File: config.mk
export PLATFORM = sky130hd
export DESIGN_NAME = bidir_strobe_port
export DESIGN_NICKNAME = d
export VERILOG_FILES = /design/src/rtl/bsp_pkg.sv /design/src/rtl/bsp_sync.sv /design/src/rtl/bsp_out_fsm.sv /design/src/rtl/bsp_in_fsm.sv /design/src/rtl/bsp_ctl.sv /design/src/rtl/bidir_strobe_port.sv
export SDC_FILE = /design/constraint.sdc
export NUM_CORES = 1
export LEC_CHECK = 0
export CORE_UTILIZATION = 38
export DETAILED_ROUTE_END_ITERATION = 7
export PLACE_DENSITY = 0.74
export SKIP_CTS_REPAIR_TIMING = 1
export SLEW_MARGIN = 40
export SYNTH_ARGS = -nofsm -noshare
export SYNTH_HDL_FRONTEND = slang
export SYNTH_SLANG_ARGS = --single-unit
File: constraint.sdc
create_clock -name clk -period 1.8 [get_ports clk]
set_input_delay 0.18 -clock clk [delete_from_list [all_inputs] [get_ports clk]]
set_output_delay 0.18 -clock clk [all_outputs]
set_load 0.05 [all_outputs]
File: src/rtl/bsp_pkg.sv
package bsp_pkg;

    // Outbound (CPU to peripheral) handshake states
    typedef enum logic [1:0] {
        O_IDLE      = 2'd0,
        O_FULL      = 2'd1,
        O_SEND      = 2'd2,
        O_SEND_PEND = 2'd3
    } out_state_t;

    // Inbound (peripheral to CPU) handshake states
    typedef enum logic [1:0] {
        I_EMPTY = 2'd0,
        I_LOAD  = 2'd1,
        I_FULL  = 2'd2
    } in_state_t;

    // Command word layout: flag bit must be 0, index in [3:1], value in [0]
    localparam int unsigned CMD_FLAG_BIT = 7;
    localparam int unsigned CMD_IDX_LSB  = 1;
    localparam int unsigned CMD_IDX_W    = 3;
    localparam int unsigned OUT_EN_IDX   = 6;
    localparam int unsigned IN_EN_IDX    = 4;

    // Status byte width
    localparam int unsigned STAT_W       = 8;

endpackage

File: src/rtl/bsp_sync.sv
module bsp_sync #(
    parameter int unsigned W       = 1,
    parameter int unsigned STAGES  = 2,
    parameter logic [W-1:0] RST_VAL = '0
) (
    input  logic         clk,
    input  logic         rst_n,
    input  logic [W-1:0] d,
    output logic [W-1:0] q
);

    generate
        if (STAGES == 0) begin : g_bypass
            assign q = d;
        end else begin : g_chain
            logic [W-1:0] stg [STAGES];

            always_ff @(posedge clk or negedge rst_n) begin
                if (!rst_n) begin
                    for (int i = 0; i < int'(STAGES); i++) begin
                        stg[i] <= RST_VAL;
                    end
                end else begin
                    stg[0] <= d;
                    for (int i = 1; i < int'(STAGES); i++) begin
                        stg[i] <= stg[i-1];
                    end
                end
            end

            assign q = stg[STAGES-1];
        end
    endgenerate

endmodule

File: src/rtl/bsp_out_fsm.sv
module bsp_out_fsm
    import bsp_pkg::*;
#(
    parameter int unsigned DATA_W = 8
) (
    input  logic              clk,
    input  logic              rst_n,
    input  logic              wr_rise,   // data write completed this cycle
    input  logic              wr_low,    // data write in progress
    input  logic [DATA_W-1:0] wdata,
    input  logic              ack_low,   // synchronized acknowledge
    output logic              obf_n,
    output logic              drive_oe,
    output logic [DATA_W-1:0] drive_data,
    output logic              out_req
);

    out_state_t state, state_nx;

    // State register
    always_ff @(posedge clk or negedge rst_n) begin
        if (!rst_n) begin
            state <= O_IDLE;
        end else begin
            state <= state_nx;
        end
    end

    // Next-state logic
    always_comb begin
        state_nx = state;
        unique case (state)
            O_IDLE: begin
                if (ack_low) begin
                    state_nx = wr_rise ? O_SEND_PEND : O_SEND;
                end else if (wr_rise) begin
                    state_nx = O_FULL;
                end
            end
            O_FULL: begin
                if (ack_low) begin
                    state_nx = wr_rise ? O_SEND_PEND : O_SEND;
                end
            end
            O_SEND: begin
                if (!ack_low) begin
                    state_nx = wr_rise ? O_FULL : O_IDLE;
                end else if (wr_rise) begin
                    state_nx = O_SEND_PEND;
                end
            end
            O_SEND_PEND: begin
                if (!ack_low) begin
                    state_nx = O_FULL;
                end
            end
            default: state_nx = O_IDLE;
        endcase
    end

    // Outputs decoded from state
    always_comb begin
        obf_n    = 1'b1;
        drive_oe = 1'b0;
        unique case (state)
            O_IDLE:      begin obf_n = 1'b1; drive_oe = 1'b0; end
            O_FULL:      begin obf_n = 1'b0; drive_oe = 1'b0; end
            O_SEND:      begin obf_n = 1'b1; drive_oe = 1'b1; end
            O_SEND_PEND: begin obf_n = 1'b0; drive_oe = 1'b1; end
            default:     begin obf_n = 1'b1; drive_oe = 1'b0; end
        endcase
    end

    // Outbound holding register
    always_ff @(posedge clk or negedge rst_n) begin
        if (!rst_n) begin
            drive_data <= '0;
        end else if (wr_rise) begin
            drive_data <= wdata;
        end
    end

    // Outbound interrupt request: armed at reset and after a completed transfer
    always_ff @(posedge clk or negedge rst_n) begin
        if (!rst_n) begin
            out_req <= 1'b1;
        end else if (wr_low) begin
            out_req <= 1'b0;
        end else if (state == O_SEND && !ack_low && !wr_rise) begin
            out_req <= 1'b1;
        end
    end

endmodule

File: src/rtl/bsp_in_fsm.sv
module bsp_in_fsm
    import bsp_pkg::*;
#(
    parameter int unsigned DATA_W = 8
) (
    input  logic              clk,
    input  logic              rst_n,
    input  logic              stb_low,   // synchronized strobe
    input  logic [DATA_W-1:0] bus,       // synchronized bus
    input  logic              rd_rise,   // data read completed this cycle
    input  logic              rd_low,    // data read in progress
    output logic              ibf,
    output logic [DATA_W-1:0] in_data,
    output logic              in_req
);

    in_state_t state, state_nx;

    // State register
    always_ff @(posedge clk or negedge rst_n) begin
        if (!rst_n) begin
            state <= I_EMPTY;
        end else begin
            state <= state_nx;
        end
    end

    // Next-state logic
    always_comb begin
        state_nx = state;
        unique case (state)
            I_EMPTY: if (stb_low) state_nx = I_LOAD;
            I_LOAD:  if (!stb_low) state_nx = I_FULL;
            I_FULL: begin
                if (stb_low) begin
                    state_nx = I_LOAD;
                end else if (rd_rise) begin
                    state_nx = I_EMPTY;
                end
            end
            default: state_nx = I_EMPTY;
        endcase
    end

    // Outputs decoded from state
    always_comb begin
        unique case (state)
            I_EMPTY: ibf = 1'b0;
            I_LOAD:  ibf = 1'b1;
            I_FULL:  ibf = 1'b1;
            default: ibf = 1'b0;
        endcase
    end

    // Inbound holding register follows the bus while the strobe is low
    always_ff @(posedge clk or negedge rst_n) begin
        if (!rst_n) begin
            in_data <= '0;
        end else if (stb_low) begin
            in_data <= bus;
        end
    end

    // Inbound interrupt request: set when the strobe completes
    always_ff @(posedge clk or negedge rst_n) begin
        if (!rst_n) begin
            in_req <= 1'b0;
        end else if (rd_low) begin
            in_req <= 1'b0;
        end else if (state == I_LOAD && !stb_low) begin
            in_req <= 1'b1;
        end
    end

endmodule

File: src/rtl/bsp_ctl.sv
module bsp_ctl
    import bsp_pkg::*;
#(
    parameter int unsigned DATA_W = 8
) (
    input  logic              clk,
    input  logic              rst_n,
    input  logic              cmd_rise,  // command write completed this cycle
    input  logic [DATA_W-1:0] wdata,
    output logic              out_en,
    output logic              in_en
);

    logic [CMD_IDX_W-1:0] idx;
    logic                 cmd_ok;

    assign idx    = wdata[CMD_IDX_LSB +: CMD_IDX_W];
    assign cmd_ok = cmd_rise && !wdata[CMD_FLAG_BIT];

    always_ff @(posedge clk or negedge rst_n) begin
        if (!rst_n) begin
            out_en <= 1'b0;
            in_en  <= 1'b0;
        end else if (cmd_ok) begin
            if (idx == CMD_IDX_W'(OUT_EN_IDX)) out_en <= wdata[0];
            if (idx == CMD_IDX_W'(IN_EN_IDX))  in_en  <= wdata[0];
        end
    end

endmodule

File: src/rtl/bidir_strobe_port.sv
module bidir_strobe_port
    import bsp_pkg::*;
#(
    parameter int unsigned DATA_W      = 8,
    parameter int unsigned SYNC_STAGES = 2
) (
    input  logic              clk,
    input  logic              rst_n,
    input  logic              cpu_sel,
    input  logic              cpu_wr_n,
    input  logic              cpu_rd_n,
    input  logic [DATA_W-1:0] cpu_wdata,
    output logic [DATA_W-1:0] cpu_rdata,
    input  logic [DATA_W-1:0] pbus_in,
    output logic [DATA_W-1:0] pbus_out,
    output logic              pbus_oe,
    output logic              obf_n,
    input  logic              ack_n,
    input  logic              stb_n,
    output logic              ibf,
    output logic              intr
);

    localparam int unsigned SYNC_W = DATA_W + 2;
    localparam logic [SYNC_W-1:0] SYNC_RST = {2'b11, {DATA_W{1'b0}}};

    // CPU edge detection
    logic wr_q, rd_q;
    logic wr_rise_d, wr_low_d, cmd_rise, rd_rise_d, rd_low_d;

    always_ff @(posedge clk or negedge rst_n) begin
        if (!rst_n) begin
            wr_q <= 1'b1;
            rd_q <= 1'b1;
        end else begin
            wr_q <= cpu_wr_n;
            rd_q <= cpu_rd_n;
        end
    end

    assign wr_rise_d = cpu_wr_n && !wr_q && !cpu_sel;
    assign cmd_rise  = cpu_wr_n && !wr_q &&  cpu_sel;
    assign wr_low_d  = !cpu_wr_n && !cpu_sel;
    assign rd_rise_d = cpu_rd_n && !rd_q && !cpu_sel;
    assign rd_low_d  = !cpu_rd_n && !cpu_sel;

    // Peripheral-side synchronizer
    logic [SYNC_W-1:0] per_s;
    logic              ack_low, stb_low;
    logic [DATA_W-1:0] bus_s;

    bsp_sync #(
        .W       (SYNC_W),
        .STAGES  (SYNC_STAGES),
        .RST_VAL (SYNC_RST)
    ) u_sync (
        .clk   (clk),
        .rst_n (rst_n),
        .d     ({stb_n, ack_n, pbus_in}),
        .q     (per_s)
    );

    assign stb_low = !per_s[DATA_W+1];
    assign ack_low = !per_s[DATA_W];
    assign bus_s   = per_s[DATA_W-1:0];

    // Enables
    logic out_en, in_en;

    bsp_ctl #(.DATA_W(DATA_W)) u_ctl (
        .clk      (clk),
        .rst_n    (rst_n),
        .cmd_rise (cmd_rise),
        .wdata    (cpu_wdata),
        .out_en   (out_en),
        .in_en    (in_en)
    );

    // Outbound direction
    logic out_req;

    bsp_out_fsm #(.DATA_W(DATA_W)) u_out (
        .clk        (clk),
        .rst_n      (rst_n),
        .wr_rise    (wr_rise_d),
        .wr_low     (wr_low_d),
        .wdata      (cpu_wdata),
        .ack_low    (ack_low),
        .obf_n      (obf_n),
        .drive_oe   (pbus_oe),
        .drive_data (pbus_out),
        .out_req    (out_req)
    );

    // Inbound direction
    logic              in_req;
    logic [DATA_W-1:0] in_data;

    bsp_in_fsm #(.DATA_W(DATA_W)) u_in (
        .clk     (clk),
        .rst_n   (rst_n),
        .stb_low (stb_low),
        .bus     (bus_s),
        .rd_rise (rd_rise_d),
        .rd_low  (rd_low_d),
        .ibf     (ibf),
        .in_data (in_data),
        .in_req  (in_req)
    );

    // Shared interrupt
    assign intr = (out_en && out_req) || (in_en && in_req);

    // CPU read mux
    logic [STAT_W-1:0] status;
    assign status = {obf_n, out_en, ibf, in_en, intr, 3'b000};

    always_comb begin
        if (cpu_sel) begin
            cpu_rdata = DATA_W'(status);
        end else begin
            cpu_rdata = in_data;
        end
    end

endmodule

Word-level counts from Yosys, hierarchy flattened
Index checks and enable logic that the tools add are counted.
{ "op_classes": {"n_mux": 22, "reduce_logical": 34, "n_eq_ne": 14} }
{ "op_table": {"columns": ["op", "n"], "rows": [
  ["$mux W2", 10],
  ["$logic_and A1 B1 Y1", 13],
  ["$reduce_or A2 Y1", 5],
  ["$mux W8", 1],
  ["$ne A2 B2 Y1 const B", 4],
  ["$pmux W2 S4", 1],
  ["$logic_not A1 Y1", 7],
  ["$mux W1", 7],
  ["$eq A2 B2 Y1 const B", 3],
  ["$eq A3 B3 Y1 const B", 2],
  ["$ne A3 B2 Y1 const B", 2],
  ["$pmux W2 S3", 1],
  ["$eq A2 B1 Y1 const B", 2],
  ["$logic_not A2 Y1", 2],
  ["$pmux W1 S2", 2],
  ["$reduce_and A2 Y1", 2],
  ["$reduce_and A4 Y1", 1],
  ["$reduce_bool A2 Y1", 2],
  ["$ne A3 B3 Y1 const B", 1],
  ["$reduce_and A3 Y1", 1],
  ["$logic_or A1 B1 Y1", 1]
]} }
{ "totals": {"inputBits": 23, "register_bits": 46} }

Longest topological paths before layout
{ "logic_depth": {"depth_word": 7, "ltp_mapped": 5, "depth_no_buf": 5} }

Hierarchy
A second synthesis with hierarchy kept.
{ "hier_totals": {"cells_unflattened": 121, "hier_area_um2": 1824.2} }
{ "by_module_without_submodules": {"columns": ["module", "seq_area_each_um2", "cells_per_inst", "area_per_inst_um2", "instances"], "rows": [
  ["bsp_sync", 505.5, 30, 580.6, 1],
  ["bsp_in_fsm", 275.3, 37, 523.0, 1],
  ["bsp_out_fsm", 276.5, 28, 422.9, 1],
  ["bidir_strobe_port", 52.6, 19, 193.9, 1],
  ["bsp_ctl", 50.0, 7, 103.8, 1]
]} }

Worst setup path before layout
No wires, ideal clock.
{ "synth_timing": {"path_kind": "reg2out", "start": "register u_out.out_req", "end": "output cpu_rdata[3]", "arrival_time_ps": 1702, "setup_slack_ps": -82, "stages_incl_launch_ff": 4, "t_required_ps": 1620, "path_cell_list": "dfstp_2 a22o_1 nor2_1 nor2_1"} }
{ "synth_between": {"elab_chain_len": 3} }
{ "synth_rtl": {"columns": ["element", "line_no", "source"], "rows": [
  ["from (decl)", "bsp_out_fsm.sv:15", "output logic out_req"],
  ["from (signal assigned)", "bsp_out_fsm.sv:86", "out_req <= 1'b1;"],
  ["from (signal assigned)", "bsp_out_fsm.sv:88", "out_req <= 1'b0;"],
  ["from (signal assigned)", "bsp_out_fsm.sv:90", "out_req <= 1'b1;"],
  ["$logic_and A1 B1 Y1", "bidir_strobe_port.sv:112", "assign intr = (out_en && out_req) || (in_en && in_req);"],
  ["$logic_or A1 B1 Y1", "bidir_strobe_port.sv:112", null],
  ["net intr", "bidir_strobe_port.sv:21", "output logic intr"],
  ["$mux W8", "bidir_strobe_port.sv:119", "if (cpu_sel) begin"],
  ["to (decl)", "bidir_strobe_port.sv:13", "output logic [DATA_W-1:0] cpu_rdata,"]
]} }
The timed path passes the listed nets, and every way through them passes these cells.

Worst setup path after layout
{ "layout_timing": {"start": "register u_out.state[0]", "end": "output obf_n"} }
{ "layout_between": {"elab_chain_len": 3, "elab_cells_between_ends": 7, "cone_classes": "eq/ne (3); mux (1); reduce/logical (3)"} }
{ "layout_rtl": {"columns": ["element", "line_no", "source"], "rows": [
  ["from (decl)", "bsp_out_fsm.sv:18", "out_state_t state, state_nx;"],
  ["from (signal assigned)", "bsp_out_fsm.sv:25", "state <= state_nx;"],
  ["$eq A2 B1 Y1, or another cell as far along", "bsp_out_fsm.sv:65", "unique case (state)"],
  ["$reduce_or A2 Y1 (no line)", null, null],
  ["$pmux W1 S2 *", "bsp_out_fsm.sv:65", null],
  ["to (decl)", "bidir_strobe_port.sv:17", "output logic obf_n,"]
]} }
Every way passes the cells marked *; elsewhere a longest branch is shown, timed or not.

==> flow_metrics.py <==
metrics = {
    "status": {
        "outcome": "completed",
    },
    "timing": {
        "rsz0062_at_grt": "false",
        "fin_crit_sh_pct": 96.5,
        "fin_worst_skew_ns": 0.00460,
        "drv_slew": 0,
        "fin_ws_ns": 0.0637,
        "slew-limit-headroom_pct": 62.3,
        "max_freq_mhz": 576,
        "hold_viol_final": 0,
        "setup_viol": 0,
        "hold_ws_ns": 0.294,
        "layout_min_cycle_time_ns": 1.74,
        "tightestPinTransition_ns": 0.565,
    },
    "detailed_routing": {
        "dr.pass1.iters": 3,
        "wirelength_mm": 3.36,
        "antenna_left": 0,
        "drc": 0,
        "wire_per_inst_um": 15.1,
        "num_vias": 1089,
        "drt_iter0_markers": 29,
        "vias_per_cell": 4.88,
    },
    "floorplanning": {
        "start_util_pct": 39.8,
        "die_y_um": 69.8,
        "dieArea_um2": 4870,
        "core_area_um2": 4380,
        "fp-row-count": 24,
        "boundaryPins": 43,
        "fp.dieW_um": 69.8,
    },
    "pwr": {
        "p_leak_nw": 1.06,
        "worst_ir_drop_vdd_mv": 0.532,
        "power_density_nw_per_um2": 1260,
    },
    "logic_synthesis": {
        "synth.distinct_cells": 32,
        "synth-seq-cells": 46,
        "synth_area_per_cell_um2": 14.9,
        "syn_nets": 145,
        "syn_area_um2": 1740,
        "yosysSeqAreaShare_pct": 66.5,
        "yosysWarningCount": 0,
        "synthCells": 117,
    },
    "cells_and_area": {
        "nets": 198,
        "layout-drive-gt1-share_pct": 33.3,
        "seqCellArea_um2": 1160,
        "multi_input_area_um2": 557,
        "fillCellCount": 358,
        "insertedDiodeCount": 0,
        "area_growth_syn_to_layout_pct": 40.0,
    },
    "worst_setup_path": {
        "crit_chain": "inv_1 -> clkdlybuf4s50_1",
        "start_kind": "register",
        "crit_path_max_fanout": 3,
        "max_stage_delay_ns": 0.81,
        "reg2reg_slack_ns": 0.14,
        "setup.worst_path.end_class": "primary output",
        "cp.required_ns": 1.62,
        "cp.arrival_ns": 1.56,
        "crit_type": "register to primary output",
        "cpMaxStageDelayCell": "clkdlybuf4s50_1",
    },
    "min_path": {
        "holdCritPathClass": "primary input to register",
    },
    "global_route": {
        "grt_max_degree": 47,
        "grt_pass1_wl_mm": 5.63,
        "grt_pass1_vias": 1208,
        "track_usage_pct": 14.9,
        "antenna_found_initial": 0,
        "grt.overflow.total": 0,
    },
    "clock_tree": {
        "ctsHtreeMaxLevel": 2,
        "clock_sinks": 46,
        "root_buffer": "clkbuf_8",
        "clkLatencyLatePin_ns": 0.29,
        "cts_tree": "yes",
        "cts_buffer_depth": 2,
        "cts_buffers": 5,
        "cts.reportedPaths.clkPinSlew_ns": 0.08,
    },
    "place": {
        "port_buffers": 42,
        "dpl_worst_slack_ns": 0.0341,
        "hpwl_mm": 2.40,
        "gp_congestion": 0.717,
    },
    "job": {
        "maxCapViolations": 0,
    },
}
-- Yosys cell counts --
cell type / count / area [um2]
inv_1: 6 / 22.5
nor4bb_1: 1 / 10.0
o21ai_0: 3 / 15.0
or3b_1: 1 / 8.76
nand2_1: 1 / 3.75
mux2_1: 2 / 22.5
dfstp_2: 7 / 184
or3b_4: 1 / 11.3
nand3b_1: 1 / 7.51
nor3_1: 1 / 5.00
nor2_1: 7 / 26.3
o311ai_0: 1 / 8.76
nand3_1: 1 / 5.00
dfrtp_1: 39 / 976
a221oi_1: 1 / 8.76
nor3b_2: 1 / 12.5
nor2b_1: 3 / 18.8
nor4b_2: 1 / 15.0
a21oi_1: 2 / 10.0
buf_6: 1 / 11.3
a31oi_1: 1 / 6.26
and2_1: 1 / 6.26
nand2b_1: 2 / 12.5
mux2_2: 20 / 225
o211a_1: 1 / 10.0
a22o_1: 1 / 8.76
nor4_1: 1 / 6.26
ha_1: 5 / 62.6
buf_2: 1 / 5.00
a22oi_1: 1 / 7.51
clkbuf_1: 1 / 3.75
o211ai_1: 1 / 7.51
-- worst paths after layout --
| check | endpoint | from | cells after the start |
|---|---|---|---|
| setup / recovery | obf_n | u_out.state[0] | 2 |
| hold / removal | u_sync.g_chain.stg[19] | stb_n | 1 |
| setup reg to reg | u_in.state[1] | u_in.state[1] | 5 |
| hold reg to reg | u_sync.q[6] | u_sync.g_chain.stg[16] | 0 |
| max in group asynchronous | u_in.state[0] | rst_n | 3 |
| min in group asynchronous | u_out.drive_data[5] | rst_n | 3 |
-- cells in the final DEF (no fill, tap or decap), types with 3 or more instances in the layout --
cell / Yosys / layout
ha_1: 5 / 4
buf_4: 0 / 10
mux2_2: 20 / 20
dfrtp_1: 39 / 38
inv_1: 6 / 6
clkdlybuf4s50_1: 0 / 31
nor2_1: 7 / 6
clkbuf_8: 0 / 6
buf_12: 0 / 6
nor2b_1: 3 / 3
dfstp_2: 7 / 7
o21ai_0: 3 / 3
-- critical path: cells and delay by family (launching register included) --
kind	cells	cell delay, ns
flops	1	0.38
buf+inv	2	0.90
-- flip-flops by register name (all words and copies together) (netlist names), 2 cells and up --
| signal | count |
|---|---|
| u_sync.g_chain.stg | 10 |
| u_sync.q | 10 |
| u_out.state | 2 |
| u_out.drive_data | 8 |
| u_in.in_data | 8 |
| u_in.state | 2 |
-- where the power goes --
group / switching, mW / internal, mW / total, mW / leakage (nW)
Sequential: 0.0762 / 1.16 / 1.24 / 0.536
Combinational: 0.596 / 0.470 / 1.07 / 0.464
Clock: 0.314 / 0.452 / 0.767 / 0.0585
Total: 0.987 / 2.09 / 3.07 / 1.06
-- cell families after synthesis --
group,share of synthesized area (%)
multiplexers,14.2
buffers and inverters,2.44
AO/OA/AOI/OAI,4.74
adder cells (fa/ha/maj),3.59
AND/OR/NAND/NOR,8.54
flip-flops,66.5
-- metrics by stage --
step / util (%) / instance area [um2] / setup TNS (ns) / total power, mW / cells
floorplan: - / 1750 / 0 / 1.85 / 117
global placement: 52.2 / 2290 / 0 / 2.20 / 212
detailed placement: 52.2 / 2290 / 0 / 2.26 / 212
CTS: 54.8 / 2400 / -0.0388 / 3.03 / 220
global route: 55.7 / 2440 / 0 / 3.22 / 223
finish: 55.7 / 2440 / 0 / 3.07 / 223
-- layout make-up --
| type | count | area share [%] |
|---|---|---|
| sequential | 46 | 47.5 |
| multi-input combinational | 62 | 22.8 |
| timing repair buffer | 49 | 21.3 |
| clock buffer | 7 | 3.53 |
| tap | 52 | 2.66 |
| clock inverter | 1 | 1.23 |
| inverter | 6 | 0.922 |
-- metal layers --
layer  track usage [%]  up-vias  share of wire, %  routed length, um
li1                  -      510                 -                  -
met1              17.5      545                40               1360
met2              25.9       30                55               1840
met3              4.36        4               3.8                127
met4              5.33        0               1.1                 37
met5                 0        -                 0                  0
No activity file was read; power rests on OpenSTA's default activity.
